`config.mk`:
```
export PLATFORM = sky130hd
export DESIGN_NAME = tmr_evt_flags
export DESIGN_NICKNAME = d
export VERILOG_FILES = /design/src/rtl/tmr_evt_flags.sv
export SDC_FILE = /design/constraint.sdc
export NUM_CORES = 1
export LEC_CHECK = 0
export CORE_UTILIZATION = 40
export DETAILED_ROUTE_END_ITERATION = 8
export DONT_BUFFER_PORTS = 1
export PLACE_DENSITY = 0.58
export SLEW_MARGIN = 20
export SYNTH_ARGS = -nofsm -noshare
export SYNTH_HDL_FRONTEND = slang
export SYNTH_SLANG_ARGS = --single-unit
```
`constraint.sdc`:
```
create_clock -name clk -period 1.3 [get_ports clk]
set_input_delay 0.065 -clock clk [delete_from_list [all_inputs] [get_ports clk]]
set_output_delay 0.065 -clock clk [all_outputs]
set_load 0.05 [all_outputs]
```
`src/rtl/tmr_evt_flags.sv`:
```
module tmr_evt_flags #(
  parameter int CNT_W    = 16,
  parameter int MODE_W   = 4,
  parameter int REG_W    = 8,
  parameter int CAP_BIT  = 5,
  parameter int CMPA_BIT = 4,
  parameter int CMPB_BIT = 3,
  parameter int OVF_BIT  = 2
) (
  input  logic              clk,
  input  logic              rst_n,
  input  logic              tick,
  input  logic [CNT_W-1:0]  count,
  input  logic [CNT_W-1:0]  cmp_a,
  input  logic [CNT_W-1:0]  cmp_b,
  input  logic              cap_evt,
  input  logic              top_hit,
  input  logic [MODE_W-1:0] wave_mode,
  input  logic              force_a,
  input  logic              force_b,
  input  logic              wr_en,
  input  logic [REG_W-1:0]  wr_data,
  input  logic              ack_cap,
  input  logic              ack_a,
  input  logic              ack_b,
  input  logic              ack_ovf,
  input  logic              en_cap,
  input  logic              en_a,
  input  logic              en_b,
  input  logic              en_ovf,
  output logic [REG_W-1:0]  flags,
  output logic              irq_cap,
  output logic              irq_a,
  output logic              irq_b,
  output logic              irq_ovf
);

  localparam int NF = 4;
  localparam logic [CNT_W-1:0] CNT_MAX = '1;

  // flag index: 3 capture, 2 compare A, 1 compare B, 0 overflow
  logic [NF-1:0] flg, set_v, clr_v, ack_v, en_v;
  logic          pend_a, pend_b;
  logic          cap_is_top, wrap_full;
  logic          unused_force;

  // compare strobes are deliberately kept out of the flag path
  assign unused_force = force_a ^ force_b;

  assign cap_is_top = (wave_mode == MODE_W'(8))  || (wave_mode == MODE_W'(10)) ||
                      (wave_mode == MODE_W'(12)) || (wave_mode == MODE_W'(14));
  assign wrap_full  = (wave_mode == MODE_W'(0))  || (wave_mode == MODE_W'(4))  ||
                      (wave_mode == MODE_W'(12));

  always_ff @(posedge clk) begin
    if (!rst_n) begin
      pend_a <= 1'b0;
      pend_b <= 1'b0;
    end else if (tick) begin
      pend_a <= (count == cmp_a);
      pend_b <= (count == cmp_b);
    end
  end

  assign set_v[3] = tick && (cap_is_top ? top_hit : cap_evt);
  assign set_v[2] = tick && pend_a;
  assign set_v[1] = tick && pend_b;
  assign set_v[0] = tick && (wrap_full ? (count == CNT_MAX) : top_hit);

  assign ack_v = {ack_cap, ack_a, ack_b, ack_ovf};
  assign en_v  = {en_cap, en_a, en_b, en_ovf};

  for (genvar i = 0; i < NF; i++) begin : g_flag
    localparam int P = (i == 3) ? CAP_BIT : (i == 2) ? CMPA_BIT :
                       (i == 1) ? CMPB_BIT : OVF_BIT;
    assign clr_v[i] = (wr_en && wr_data[P]) || ack_v[i];
    always_ff @(posedge clk) begin
      if (!rst_n) flg[i] <= 1'b0;
      else        flg[i] <= set_v[i] || (flg[i] && !clr_v[i]);
    end
  end

  always_comb begin
    flags           = '0;
    flags[CAP_BIT]  = flg[3];
    flags[CMPA_BIT] = flg[2];
    flags[CMPB_BIT] = flg[1];
    flags[OVF_BIT]  = flg[0];
  end

  assign {irq_cap, irq_a, irq_b, irq_ovf} = flg & en_v;

endmodule

```
==> summary.txt, run 1 <==
Cells and area
  – Final core utilization: 0.556
  – Register area: 120 sq um
  – Area growth, synth to finish: 23.0%
  – Fill cells: 164
  – Area of the multi-input gates: 558 sq um
  – Fin nets: 179
  – Share of post-route cells with drive strength above 1: 0.129
  – Ant. Diodes: 0

Logic synthesis
  – Post-synth top cells: xor2_1, nor4_1, dfxtp_1, nand2_1, nand4_1
  – Synth area leaders: xor2_1, dfxtp_1, nor4_1
  – Most used DFF post-synth: dfxtp_1
  – Post-synth top area cell: xor2_1
  – Synthesis warning total: 0
  – Post-synthesis cell area: 712 sq um
  – Most common cell in the netlist: xor2_1
  – Synth unique cells: 21
  – Syn Inst Count: 88
  – Async set-reset flop share out of synthesis: 0
  – Part of the Yosys area used for sequential elements: 0.169
  – EDFF count, synth: 0
  – #FFs+latches synth: 6
  – Syn_area_per_cell: 8.09 sq um
  – Area share of the largest cell type after synthesis: 0.394

Clock tree
  – H-tree levels: 1
  – CTS Hold Buffers Added: 3
  – TritonCTS Buffers: 3
  – Clk slew on worst S/H paths: 0.05 ns
  – # Post-CTS Setup Buffers: 0
  – Clk sink count: 6
  – CTS tree: built
  – Post-CTS Resized: 0
  – Latest clock arrival within the worst-skew pair: 0.24 ns
  – Root Buffer: clkbuf_4
  – CTS max path bufs: 2

Hold path
  – Hold Crit Class: input pin to flip-flop
  – Hold path start: rst_n
  – Hold Path End: flags[2]
  – Hold Path Stages: 2

Critical path
  – Crit Path Max Fanout: 3
  – Crit path max-delay family: buffers and inverters
  – Reg2reg start: flags[3]
  – Worst path depth: 3
  – R2R cell count: 3
  – Crit-path cells: a32oi_1, nor2b_1, dlygate4sd3_1
  – Worst endpoint required time: 1.43 ns
  – Reg2reg end: flags[3]
  – Kind of critical path: flip-flop to flip-flop
  – CP Buf/Inv Count: 1
  – Slowest stage delay, CP: 0.55 ns
  – Arrival time worst endpoint: 1.35 ns
  – Register-to-register setup slack: 0.08 ns
  – Startpoint Class: flip-flop
  – Crit end category: flip-flop
  – CP max-delay cell: dlygate4sd3_1

Status
  – Status: finished, violations left
  – Failing checks: DRC

GRT
  – Met1 Usage GRT: 0.253
  – Grt met2 use: 0.326
  – Vias in the first global route: 661
  – First-pass GRT wire length: 2.86 mm
  – GRT overflow: 0
  – Met3 Use GR: 0.0612
  – Initial antenna violation count: 0
  – Total Routing Usage GR: 0.197
  – Busiest grt layer: met2
  – Largest net degree at the start of global routing: 5

Place
  – RePlAce Congestion: 0.820
  – Post-DP HPWL: 1.58 mm
  – IO Port Bufs: 0

Routing
  – DR pass1 iterations: 6
  – Drt drc: 6
  – Initial DRC count: 9
  – Via count: 668
  – Wire length after detailed routing: 1.84 mm
  – Vias per cell: 5.71
  – Wire per inst: 15.7 um
  – Final ANT Viol Nets: 0

Timing
  – Crit share post-route: 0.937
  – Final Max Slew Viols: 0
  – Max Clk Rate: 821 MHz
  – Final setup violation count: 0
  – Tmin final: 1.22 ns
  – Setup Skew: 0.00127 ns
  – Setup_tns: 0 ns
  – Final Hold Vio Count: 0
  – Unrepaired setup endpoints after global routing: no

Floorplan
  – # rows: 14
  – Ports: 88
  – Die Area: 1950 sq um
  – Die Ht: 44.2 um
  – Width of the die: 44.2 um
  – Initial Utilization: 0.452
  – Core area: 1580 sq um

Flow run
  – MaxCap Viol Count: 0

Power and ir drop
  – Pwr Total: 0.540 mW
  – P_leak: 0.357 nW
  – PwrDens: 616 nW/um^2
  – Worst VDD drop: 0.541 mV
## cell families (layout without fill, tap and decap cells)
kind of cell    Yosys count  count (layout)  synth area share
xor+xnor                 32              32             0.394
simple gates             31              31             0.251
compound gates            8               8            0.0879
buf+inv                   8              18            0.0633
flops                     6               6             0.169
mux                       2               2            0.0299
other cells               1               4           0.00527
## registers in the layout, indices dropped and copies added, names as in the netlist
name,count
flags,4
pend_a,1
pend_b,1
## report_power, final
| part | leakage (nW) | total (mW) | internal, mW | switching, mW |
|---|---|---|---|---|
| clock | 0.0138 | 0.176 | 0.105 | 0.0713 |
| combinational | 0.294 | 0.174 | 0.0783 | 0.0956 |
| sequential | 0.0486 | 0.190 | 0.188 | 0.00195 |
| total | 0.357 | 0.540 | 0.371 | 0.169 |
## layer usage
metal	vias to the layer above	part of all wire
li1	326	-
met3	0	0.11
met2	52	0.48
met5	-	0
met4	0	0
met1	290	0.41
## layout by cell type, fill, tap and decap left out
master	Yosys	layout
xor2_1	32	32
dfxtp_1	6	6
and2_1	4	4
inv_1	4	4
o21ai_0	1	1
mux2i_1	1	1
nor3_1	2	2
o31ai_1	1	1
nand4_1	6	6
mux2_2	1	1
buf_12	0	4
nand4b_1	1	1
a21oi_1	1	1
clkbuf_4	0	3
nor4_1	7	7
o31ai_2	1	1
a32oi_1	2	2
nor2b_1	4	4
buf_4	4	4
nand2_1	6	6
a211oi_1	2	2
conb_1	1	4
nand2b_1	1	1
dlygate4sd3_1	0	3
## layout make-up
cell class / count / area share
Timing Repair Buffer: 11 / 0.160
Clock buffer: 3 / 0.0257
Inverter: 4 / 0.0171
Sequential cell: 6 / 0.137
Tap cell: 16 / 0.0229
Multi-Input combinational cell: 77 / 0.637
## through the flow
step | hold slack, ns | area [sq um] | std cells | setup slack (ns)
4_1_cts | 0.000551 | 876 | 117 | 0.0920
3_3_place_gp | 0.198 | 823 | 111 | 0.327
2_1_floorplan | 0.193 | 723 | 91 | 0.108
5_1_grt | 0.0187 | 876 | 117 | 0.0236
6_report | 0.00585 | 876 | 117 | 0.0815
3_5_place_dp | 0.199 | 823 | 111 | 0.324
## how the worst max path moves through the flow
stage	start	endpoint	slack, ns
after floorplan	flags[5]	irq_cap	0.11
after global placement	count[10]	pend_b	0.33
after detailed placement	count[10]	pend_b	0.32
after CTS	flags[3]	flags[3]	0.09
after global routing	flags[3]	flags[3]	0.02
final	flags[3]	flags[3]	0.08
Power figures use the tool's default switching activity.
==> run 2: changes to the inputs <==
--- a/config.mk
+++ b/config.mk
@@ -5,6 +5,7 @@
 export SDC_FILE = /design/constraint.sdc
 export NUM_CORES = 1
 export LEC_CHECK = 0
+export ABC_AREA = 1
 export CORE_UTILIZATION = 40
 export DETAILED_ROUTE_END_ITERATION = 8
 export DONT_BUFFER_PORTS = 1
==> run 2 against run 1 <==
The run ends with hold timing left. Setup slack worse by 0.0024 ns. Largest cell class unchanged. Clock skew is 0.0017 ns higher. Area after synthesis is 30% higher.
==> summary.txt, run 2 <==
Timing
  – Final setup violation count: 0 (unchanged)
  – Final Max Slew Viols: 0 (unchanged)
  – Crit share post-route: 0.939 (+0.00188)
  – Final Hold Vio Count: 1 (+1)
  – Worst hold margin: -0.00410 ns (-0.00995 ns)
  – Setup_tns: 0 ns (unchanged)
  – Tmin final: 1.22 ns (+0.00244 ns)
  – Setup Skew: 0.00297 ns (+0.00170 ns)
  – Unrepaired setup endpoints after global routing: no
  – Max Clk Rate: 819 MHz (-0.20%)

Floorplan
  – Die Ht: 50.0 um (+13%)
  – Die Area: 2500 sq um (+28%)
  – Core area: 2190 sq um (+39%)
  – Width of the die: 50.0 um (+13%)
  – # rows: 17 (+3)
  – Ports: 88 (unchanged)
  – Initial Utilization: 0.421 (-0.0301)

Critical path
  – Worst endpoint required time: 1.49 ns (+0.06 ns)
  – Arrival time worst endpoint: 1.41 ns (+0.06 ns)
  – Register-to-register setup slack: 0.16 ns (+0.08 ns)
  – Startpoint Class: input pin
  – Crit Path Max Fanout: 3 (unchanged)
  – Kind of critical path: input pin to flip-flop
  – Reg2reg start: flags[4]
  – R2R cell count: 3 (unchanged)
  – Reg2reg end: flags[4]
  – Crit end category: flip-flop

Status
  – Status: finished, violations left
  – Failing checks: hold timing

Logic synthesis
  – Synth area leaders: nand2_1, inv_1, dfxtp_1
  – Area share of the largest cell type after synthesis: 0.321 (-0.0725)
  – Post-synthesis cell area: 923 sq um (+30%)
  – Post-synth top cells: nand2_1, inv_1, nor2_1
  – Most used DFF post-synth: dfxtp_1
  – EDFF count, synth: 0 (unchanged)
  – Post-synth top area cell: nand2_1
  – Synth unique cells: 19 (-9.5%)
  – Syn_area_per_cell: 4.91 sq um (-39%)
  – Synthesis warning total: 0 (unchanged)
  – Part of the Yosys area used for sequential elements: 0.130 (-0.0386)
  – #FFs+latches synth: 6 (unchanged)
  – Most common cell in the netlist: nand2_1
  – Syn Inst Count: 188 (+110%)
  – Async set-reset flop share out of synthesis: 0 (unchanged)

Clock tree
  – TritonCTS Buffers: 3 (unchanged)
  – Clk sink count: 6 (unchanged)
  – CTS max path bufs: 2 (unchanged)
  – Root Buffer: clkbuf_4
  – # Post-CTS Setup Buffers: 0 (unchanged)
  – Latest clock arrival within the worst-skew pair: 0.25 ns (about the same)
  – Clk slew on worst S/H paths: 0.05 ns (about the same)
  – H-tree levels: 1 (unchanged)
  – Post-CTS Resized: 0 (unchanged)
  – CTS tree: built

Routing
  – Wire length after detailed routing: 2.22 mm (+21%)
  – Initial DRC count: 8 (-1)
  – Via count: 1078 (+61%)
  – Wire per inst: 9.67 um (-38%)
  – Drt drc: 0 (-6)
  – Final ANT Viol Nets: 0 (unchanged)
  – Vias per cell: 4.69 (-18%)
  – DR pass1 iterations: 3 (-3)

Hold path
  – Hold Crit Class: input pin to flip-flop
  – Hold Path Stages: 3 (+1)
  – Hold Path End: flags[5]
  – Hold path start: ack_cap

Cells and area
  – Largest register FFs: 4 (unchanged)
  – Fin nets: 280 (+56%)
  – Most frequent cells in the layout: nand2_1, inv_1, nor2_1
  – Commonest non-fill, non-tap cell in the layout: nand2_1
  – Area growth, synth to finish: 20.5%
  – Ant. Diodes: 0 (unchanged)
  – Share of post-route cells with drive strength above 1: 0.0891 (-0.0396)

Power and ir drop
  – Worst VDD drop: 0.272 mV (-50%)
  – PwrDens: 538 nW/um^2 (-13%)
  – P_leak: 0.645 nW (+81%)

Place
  – IO Port Bufs: 0 (unchanged)
  – RePlAce Congestion: 0.758 (-7.7%)
  – Post-DP HPWL: 1.90 mm (+20%)

GRT
  – Vias in the first global route: 1038 (+57%)
  – Initial antenna violation count: 0 (unchanged)
  – Total Routing Usage GR: 0.190 (-0.00689)
  – First-pass GRT wire length: 3.75 mm (+31%)
  – GRT overflow: 0 (unchanged)
  – Largest net degree at the start of global routing: 7 (+2)

Flow run
  – MaxCap Viol Count: 0 (unchanged)
-- run 2: changes by cell type after synthesis, moves of 7 or more --
cell	before	now
a21oi_1	1	10
inv_1	4	36
nand2_1	6	79
nand3_1	0	7
nor2_1	0	20
nor4_1	7	0
xnor2_1	0	7
xor2_1	32	2
-- run 2: cell type report --
type	count	area, sq um
Fill cell	245	1080
Timing Repair Buffer	12	150
Clock buffer	3	22.5
Sequential cell	6	120
Inverter	39	146
Tap cell	28	35.0
Multi-Input combinational cell	142	638
-- run 2: cells by family (layout without fill, tap and decap cells) --
| family | count (synthesis) | after routing | synth area share |
|---|---|---|---|
| xor gates and xnor gates | 9 | 9 | 0.0854 |
| AOI/OAI and AO/OA | 19 | 19 | 0.122 |
| other | 1 | 4 | 0.00406 |
| DFF | 6 | 6 | 0.130 |
| buffers and inverters | 43 | 54 | 0.191 |
| and+or+nand+nor | 110 | 110 | 0.467 |
-- run 2: metrics by stage --
step	std cells	util	setup WS (ns)	cell area, sq um	power (mW)
after global placement	223	0.479	0.563	1050	0.413
after detailed placement	223	0.479	0.540	1050	0.416
after CTS	230	0.508	0.0994	1110	0.597
final	230	0.508	0.0790	1110	0.599
after floorplan	191	-	0.189	935	0.389
after global routing	230	0.508	0.0258	1110	0.647
-- run 2: repair_timing --
action,in CTS,in global routing
endpoints found under the hold margin,3,0
hold buffers,4,0
endpoints found under the setup margin,0,0
-- run 2: critical path: stages --
cell,delay [ns]
dlygate4sd3_1,0.59
nand2_1,0.07
a21oi_1,0.14
dlygate4sd3_1,0.56
-- run 2: routing by layer --
metal	vias up	global-route usage	wire, um
li1	578	-	-
met5	-	0	0
met3	3	0.0370	174
met4	0	0.0810	25
met2	49	0.364	1140
met1	448	0.194	881
-- run 2: where the power goes --
part	switching, mW	leakage, nW	internal, mW	total, mW
logic	0.136	0.583	0.0944	0.231
clock network	0.0727	0.0138	0.105	0.177
registers	0.00244	0.0487	0.188	0.191
total	0.211	0.645	0.387	0.599
-- run 2: how the worst max path moves through the flow --
stage,slack (ns),cells past startpoint,to,from
floorplan,0.19,2,irq_a,flags[4]
global placement,0.56,8,pend_a,count[9]
detailed placement,0.54,8,pend_b,cmp_b[8]
CTS,0.1,4,flags[4],tick
global route,0.03,4,flags[4],tick
finish,0.08,4,flags[4],tick
